===== config.mk =====
export PLATFORM = sky130hd
export DESIGN_NAME = bank_wr_strobe
export DESIGN_NICKNAME = d
export VERILOG_FILES = /design/src/rtl/bank_wr_strobe_pkg.sv /design/src/rtl/bsw_region_decode.sv /design/src/rtl/bsw_lane_strobe.sv /design/src/rtl/bank_wr_strobe.sv
export SDC_FILE = /design/constraint.sdc
export NUM_CORES = 1
export LEC_CHECK = 0
export BUFFER_PORTS_ARGS = -buffer_cell sky130_fd_sc_hd__clkbuf_2
export CORE_AREA = 8 8 45 47
export DETAILED_ROUTE_END_ITERATION = 8
export DIE_AREA = 0 0 53 55
export MAX_ROUTING_LAYER = met4
export PLACE_DENSITY_LB_ADDON = 0.12
export SYNTH_ARGS = -nofsm -noshare
export SYNTH_HDL_FRONTEND = slang
export SYNTH_SLANG_ARGS = --single-unit

===== constraint.sdc =====
create_clock -name vclk -period 2.2
set_clock_uncertainty 0.1 [all_clocks]
set_input_delay 0.33 -clock vclk [all_inputs]
set_output_delay 0.33 -clock vclk [all_outputs]
set_load 0.01 [all_outputs]

===== src/rtl/bank_wr_strobe_pkg.sv =====
package bank_wr_strobe_pkg;
   localparam int unsigned NUM_LANES = 2;
   localparam int unsigned LANE_LO   = 0;
   localparam int unsigned LANE_HI   = 1;

   typedef logic [NUM_LANES-1:0] lane_vec_t;

   // Lane enable pattern from address bit 0 and active-low high enable.
   function automatic lane_vec_t lanes_from_bus(input logic a0, input logic bhe_n);
      lane_vec_t v;
      v[LANE_LO] = ~a0;
      v[LANE_HI] = ~bhe_n;
      return v;
   endfunction
endpackage


===== src/rtl/bsw_region_decode.sv =====
module bsw_region_decode #(
   parameter int unsigned ADDR_W      = 24,
   parameter int unsigned REGION_LOG2 = 12,
   parameter logic [ADDR_W-1:0] REGION_BASE = 24'h006000
) (
   input  logic [ADDR_W-1:0] addr_i,
   input  logic              mem_io_i,
   output logic              hit_o
);
   localparam int unsigned TAG_W = ADDR_W - REGION_LOG2;

   generate
      if (REGION_LOG2 >= ADDR_W) begin : g_bad_size
         $error("region size must be smaller than the address space");
      end
      if (REGION_LOG2 < 1) begin : g_bad_min
         $error("region must span at least one 16-bit word");
      end
   endgenerate

   localparam logic [ADDR_W-1:0] BASE_SHIFT = REGION_BASE >> REGION_LOG2;
   localparam logic [TAG_W-1:0]  TAG        = BASE_SHIFT[TAG_W-1:0];

   generate
      if ((BASE_SHIFT << REGION_LOG2) != REGION_BASE) begin : g_bad_align
         $error("region base must be aligned to the region size");
      end
   endgenerate

   logic tag_match;
   assign tag_match = (addr_i[ADDR_W-1:REGION_LOG2] == TAG);
   assign hit_o     = mem_io_i & tag_match;

   always_comb begin
      if (!mem_io_i) begin
         AST_IO_NO_HIT: assert (!hit_o) else $error("hit in io cycle");
      end
   end
endmodule


===== src/rtl/bsw_lane_strobe.sv =====
module bsw_lane_strobe
   import bank_wr_strobe_pkg::*;
(
   input  logic       hit_i,
   input  logic       wr_n_i,
   input  logic       rd_n_i,
   input  logic       a0_i,
   input  logic       bhe_n_i,
   output lane_vec_t  wr_n_o,
   output logic       rd_n_o,
   output logic       no_lane_o
);
   lane_vec_t lanes;
   logic      access;

   assign lanes  = lanes_from_bus(a0_i, bhe_n_i);
   assign access = hit_i & (~wr_n_i | ~rd_n_i);

   genvar g;
   generate
      for (g = 0; g < NUM_LANES; g++) begin : g_lane
         assign wr_n_o[g] = ~(hit_i & ~wr_n_i & lanes[g]);
      end
   endgenerate

   assign rd_n_o    = ~(hit_i & ~rd_n_i);
   assign no_lane_o = access & (lanes == '0);

   always_comb begin
      if (wr_n_i) begin
         AST_NO_WR_WITHOUT_WR: assert (&wr_n_o) else $error("write strobe without write");
      end
      if (no_lane_o) begin
         AST_ERR_NO_STROBE: assert (&wr_n_o) else $error("strobe on empty lane set");
      end
   end
endmodule


===== src/rtl/bank_wr_strobe.sv =====
module bank_wr_strobe
   import bank_wr_strobe_pkg::*;
#(
   parameter int unsigned ADDR_W      = 24,
   parameter int unsigned REGION_LOG2 = 12,
   parameter logic [ADDR_W-1:0] REGION_BASE = 24'h006000
) (
   input  logic [ADDR_W-1:0] addr_i,
   input  logic              bhe_n_i,
   input  logic              mem_io_i,
   input  logic              rd_n_i,
   input  logic              wr_n_i,
   output logic              region_cs_n_o,
   output logic              mem_rd_n_o,
   output logic              lo_wr_n_o,
   output logic              hi_wr_n_o,
   output logic              no_lane_err_o
);
   generate
      if (NUM_LANES != 2) begin : g_bad_lanes
         $error("strobe generator is built for two byte lanes");
      end
   endgenerate

   logic      hit;
   lane_vec_t wr_n_vec;

   bsw_region_decode #(
      .ADDR_W      (ADDR_W),
      .REGION_LOG2 (REGION_LOG2),
      .REGION_BASE (REGION_BASE)
   ) u_decode (
      .addr_i   (addr_i),
      .mem_io_i (mem_io_i),
      .hit_o    (hit)
   );

   bsw_lane_strobe u_lanes (
      .hit_i     (hit),
      .wr_n_i    (wr_n_i),
      .rd_n_i    (rd_n_i),
      .a0_i      (addr_i[0]),
      .bhe_n_i   (bhe_n_i),
      .wr_n_o    (wr_n_vec),
      .rd_n_o    (mem_rd_n_o),
      .no_lane_o (no_lane_err_o)
   );

   assign region_cs_n_o = ~hit;
   assign lo_wr_n_o     = wr_n_vec[LANE_LO];
   assign hi_wr_n_o     = wr_n_vec[LANE_HI];

   always_comb begin
      if (region_cs_n_o) begin
         AST_OUTSIDE_NO_STROBE: assert (lo_wr_n_o && hi_wr_n_o && mem_rd_n_o)
            else $error("strobe outside region");
      end
      if (!mem_io_i) begin
         AST_IO_QUIET: assert (lo_wr_n_o && hi_wr_n_o && mem_rd_n_o)
            else $error("strobe in io cycle");
      end
      if (!region_cs_n_o && !wr_n_i && !addr_i[0] && !bhe_n_i) begin
         AST_WORD_BOTH_LANES: assert (!lo_wr_n_o && !hi_wr_n_o)
            else $error("word write missed a lane");
      end
      if (!lo_wr_n_o) begin
         AST_LO_NEEDS_EVEN: assert (!addr_i[0] && !wr_n_i)
            else $error("low strobe on odd address");
      end
      if (!hi_wr_n_o) begin
         AST_HI_NEEDS_BHE: assert (!bhe_n_i && !wr_n_i)
            else $error("high strobe without high enable");
      end
   end
endmodule


## After elaboration in Yosys (flattened, before gate mapping)

Index checks and enable logic that the tools add are counted.

- Reduce and logical (&&, ||, !) cells: 1
- Bitwise gates (word level): 16
- Equal/unequal tests: 1

Operators by type and width:

| operator | count |
|---|---|
| $eq 12x3->1 const B | 1 |
| $not 1->1 | 8 |
| $and 1x1->1 | 7 |
| $logic_not 2->1 | 1 |
| $or 1x1->1 | 1 |

- Bits in registers: 0
- Logic and storage cells: 18

## Logic depth before layout (Yosys ltp)

- Depth after elaboration: 5
- Gate-level depth with buffers: 3
- Gate-level depth less buffers: 3

## Cells and area by module

A second synthesis with hierarchy kept.

- Cell total of the unflattened synthesis: 11
- Area, all modules: 88.8 µm²

Modules (own cells, without submodules):

| module | cells an instance | area each (µm²) | instances |
|---|---|---|---|
| bsw_region_decode | 5 | 50.0 | 1 |
| bsw_lane_strobe | 5 | 35.0 | 1 |
| bank_wr_strobe | 1 | 3.8 | 1 |

## Worst setup path after synthesis

Ideal clock, no wire load.

- Path kind: input to output
- Start: in addr_i[17]
- End: out no_lane_err_o
- Path buffers: 0
- Path slack: 583 ps
- Arrival: 1187 ps
- Stages: 3
- Data required time: 1770 ps
- Cells stage by stage: nor4_2 -> nand4_2 -> a211oi_1

- Longest elaborated chain between the ends: 4

Ends and longest elaborated chain:

| item | RTL line | source |
|---|---|---|
| start: declaration | bank_wr_strobe.sv:8 | `input logic [ADDR_W-1:0] addr_i,` |
| $eq 12x3->1 | bsw_region_decode.sv:31 | `assign tag_match = (addr_i[ADDR_W-1:REGION_LOG2] == TAG);` |
| $and 1x1->1 | bsw_region_decode.sv:32 | `assign hit_o = mem_io_i & tag_match;` |
| $and 1x1->1 | bsw_lane_strobe.sv:17 | `assign access = hit_i & (~wr_n_i \| ~rd_n_i);` |
| $and 1x1->1 | bsw_lane_strobe.sv:27 | `assign no_lane_o = access & (lanes == '0);` |
| end: declaration | bank_wr_strobe.sv:17 | `output logic no_lane_err_o` |

Every way passes these cells.

## Final worst setup path

- Start: in addr_i[17]
- End: out lo_wr_n_o

- Longest elaborated chain between the ends: 5

Ends and longest elaborated chain:

| item | RTL line | source |
|---|---|---|
| $eq 12x3->1 | bsw_region_decode.sv:31 |  |
| $and 1x1->1 | bsw_region_decode.sv:32 |  |
| $and 1x1->1 (2 in a row) | bsw_lane_strobe.sv:22 | `assign wr_n_o[g] = ~(hit_i & ~wr_n_i & lanes[g]);` |
| $not 1->1 | bsw_lane_strobe.sv:22 |  |
| end: declaration | bank_wr_strobe.sv:15 | `output logic lo_wr_n_o,` |

Every way passes these cells.

==> run summary <==
• run status: finished clean
• area of the die: 2920 µm²
• global routing usage summed across all routing layers: 0.0320
• Critical path destination: lo_wr_n_o
• Core ar.: 1380 µm²
• clock power share: 0
• mean instance size in the synthesized netlist: 8.38 µm²
• Seq Cell Count: 0
• family with the most delay on the worst path: simple AND/OR/NAND/NOR gates
• crit path launch type: primary input
• most frequent cells in the layout: sky130_fd_sc_hd__clkbuf_2, sky130_fd_sc_hd__or3_1
• Top-Level Pins: 33
• Resized cells post-CTS: 0
• number of warnings reported in the yosys synthesis log: 0
• number of DRC violations after detailed routing: 0
• Combinational Power Share: 1.000
• post-synth design cell area: 83.8 µm²
• net count of the finished layout: 62
• Worst slew margin: 0.832
• count of final setup violators: 0
• first-pass GRT wire length: 724 µm
• initial detailed-routing violation count: 2
• cell type of the slowest stage on the worst timing path: sky130_fd_sc_hd__or3_1
• Critical Path Source: addr_i[17]
• Buf+Inv Stages, Crit Path: 2
• period utilisation layout: 0.816
• largest net degree at the start of global routing: 6
• Die Y-Extent: 55 µm
• share of total power consumed by net switching: 0.337
• GPL Wtd Cong: 0.650
• most repeated library cell on the critical path: sky130_fd_sc_hd__clkbuf_2
• first-pass iteration count of the detailed router: 2
• number of global-route vias before repair: 188
• Hold Violations, Final: 0
• required time of the critical path: 1.77 ns
• effective utilization at floorplan: 0.0606
• number of inserted diodes: 0
• pin slew with the least headroom to its limit: 0.250 ns
• max-slew violation count: 0
• Routed WL: 475 µm
• switching power summed over all nets: 6.63 µW
• commonest non-fill, non-tap cell in the layout: sky130_fd_sc_hd__clkbuf_2
• final-layout clock buffer total: 0
• Layout fillers: 169
• standby leakage power: 0.000112 µW
• synthesized netlist cell count: 10
• peak per-stage delay on the critical path: 0.34 ns
• Power Internal: 13.0 µW
• average wire per standard cell: 9.90 µm
• highest fanout seen on the critical path: 5
• highest clock rate: 0.557 GHz
• layout overhead on the synthesized area: 155%
• Hold Crit Class: in -> out
• Max Cap Viol: 0
• Via density: 3.44
• Distinct cells, synth: 9
• minimum setup slack in the final design: 0.405 ns
• global route total overflow: 0
• kind of capture point of the worst setup path: output port
• nets in the synthesized netlist: 38
• worst setup path category: in -> out
• number of buffers inserted by port buffering: 22
• ratio of cells with drive above 1 in the final layout: 0.813
• cells along the critical path: clkbuf_2 -> nor4_2 -> nand4_2 -> or3_1 -> clkbuf_2
• critical path data arrival time: 1.37 ns
• Cell Rows: 14
• initial antenna violation count: 0
• sequential element share of the synthesized area: 0
• Final Critical Period: 1.80 ns
• Die X-Extent: 53 µm
• PwrDens: 91.9 nW/µm²
• critical path depth in cells: 5
• number of hold buffers added after CTS: 0
• combined flip-flop and latch cell area: 0 µm²
• largest vdd supply drop: 0.0000207 V
• top cells by area, synth: sky130_fd_sc_hd__and4bb_2, sky130_fd_sc_hd__nand4_2, sky130_fd_sc_hd__nor3b_2, sky130_fd_sc_hd__nor4_2, sky130_fd_sc_hd__or3_1
• DR vias: 165
• biggest area consumer among synthesized cells: sky130_fd_sc_hd__and4bb_2
• unrepaired setup endpoints after global routing: no
• Routed Antenna Nets: 0
• sequential power share: 0
• share of Yosys cell area claimed by the top area cell type: 0.149
• post-placement worst setup slack: 0.374 ns
• Setup TNS: 0 ns
• post-CTS repair timing setup buffer count: 0
==> how the worst min path moves through the flow <==
stage                     startpoint  cells after the start  slack [ns]       endpoint
after global routing          rd_n_i                      3        0.86  no_lane_err_o
after global placement        rd_n_i                      3        0.82  no_lane_err_o
final                         rd_n_i                      3        0.82  no_lane_err_o
after floorplan               wr_n_i                      1        0.64  no_lane_err_o
after CTS                     rd_n_i                      3        0.83  no_lane_err_o
after detailed placement      rd_n_i                      3        0.83  no_lane_err_o
==> metal layers <==
layer	wire length, µm	GRT usage	up-vias
li1	-	-	85
met1	90	0.0166	78
met2	370	0.0859	2
met3	14	0.00267	0
met4	0	0.00431	0
met5	0	-	-
==> synthesized netlist by cell type <==
cell	instances
sky130_fd_sc_hd__nor3b_2	1
sky130_fd_sc_hd__nand2_1	1
sky130_fd_sc_hd__nand4_2	1
sky130_fd_sc_hd__nor2_1	1
sky130_fd_sc_hd__or3_1	2
sky130_fd_sc_hd__a211oi_1	1
sky130_fd_sc_hd__and4bb_2	1
sky130_fd_sc_hd__or2_1	1
sky130_fd_sc_hd__nor4_2	1
==> power by group through the flow <==
stage               sequential (µW)  combinational [µW]  clock (µW)
global placement                  0                19.2           0
global route                      0                22.0           0
finish                            0                19.7           0
floorplan                         0                3.74           0
detailed placement                0                20.0           0
CTS                               0                20.0           0
==> kinds of logic (layout without fill, tap and decap cells) <==
family	Yosys count	count (layout)	synth area share
AO/OA/AOI/OAI	1	1	0.0896
buffers and inverters	0	22	0
AND/OR/NAND/NOR	9	9	0.910
==> metrics by stage <==
step	hold slack (ns)	cell area (µm²)	utilization	std cells	power, µW
2_1_floorplan	0.643	83.8	-	10	3.74
3_3_place_gp	0.823	214	0.155	48	19.2
3_5_place_dp	0.829	214	0.155	48	20.0
4_1_cts	0.829	214	0.155	48	20.0
5_1_grt	0.861	214	0.155	48	22.0
6_report	0.824	214	0.155	48	19.7
==> layout make-up <==
cell class	instances	area [µm²]	area share
tap	16	20.0	0.0936
multi-input combinational	10	83.8	0.392
timing repair buffer	22	110	0.515
Power figures use the tool's default switching activity.
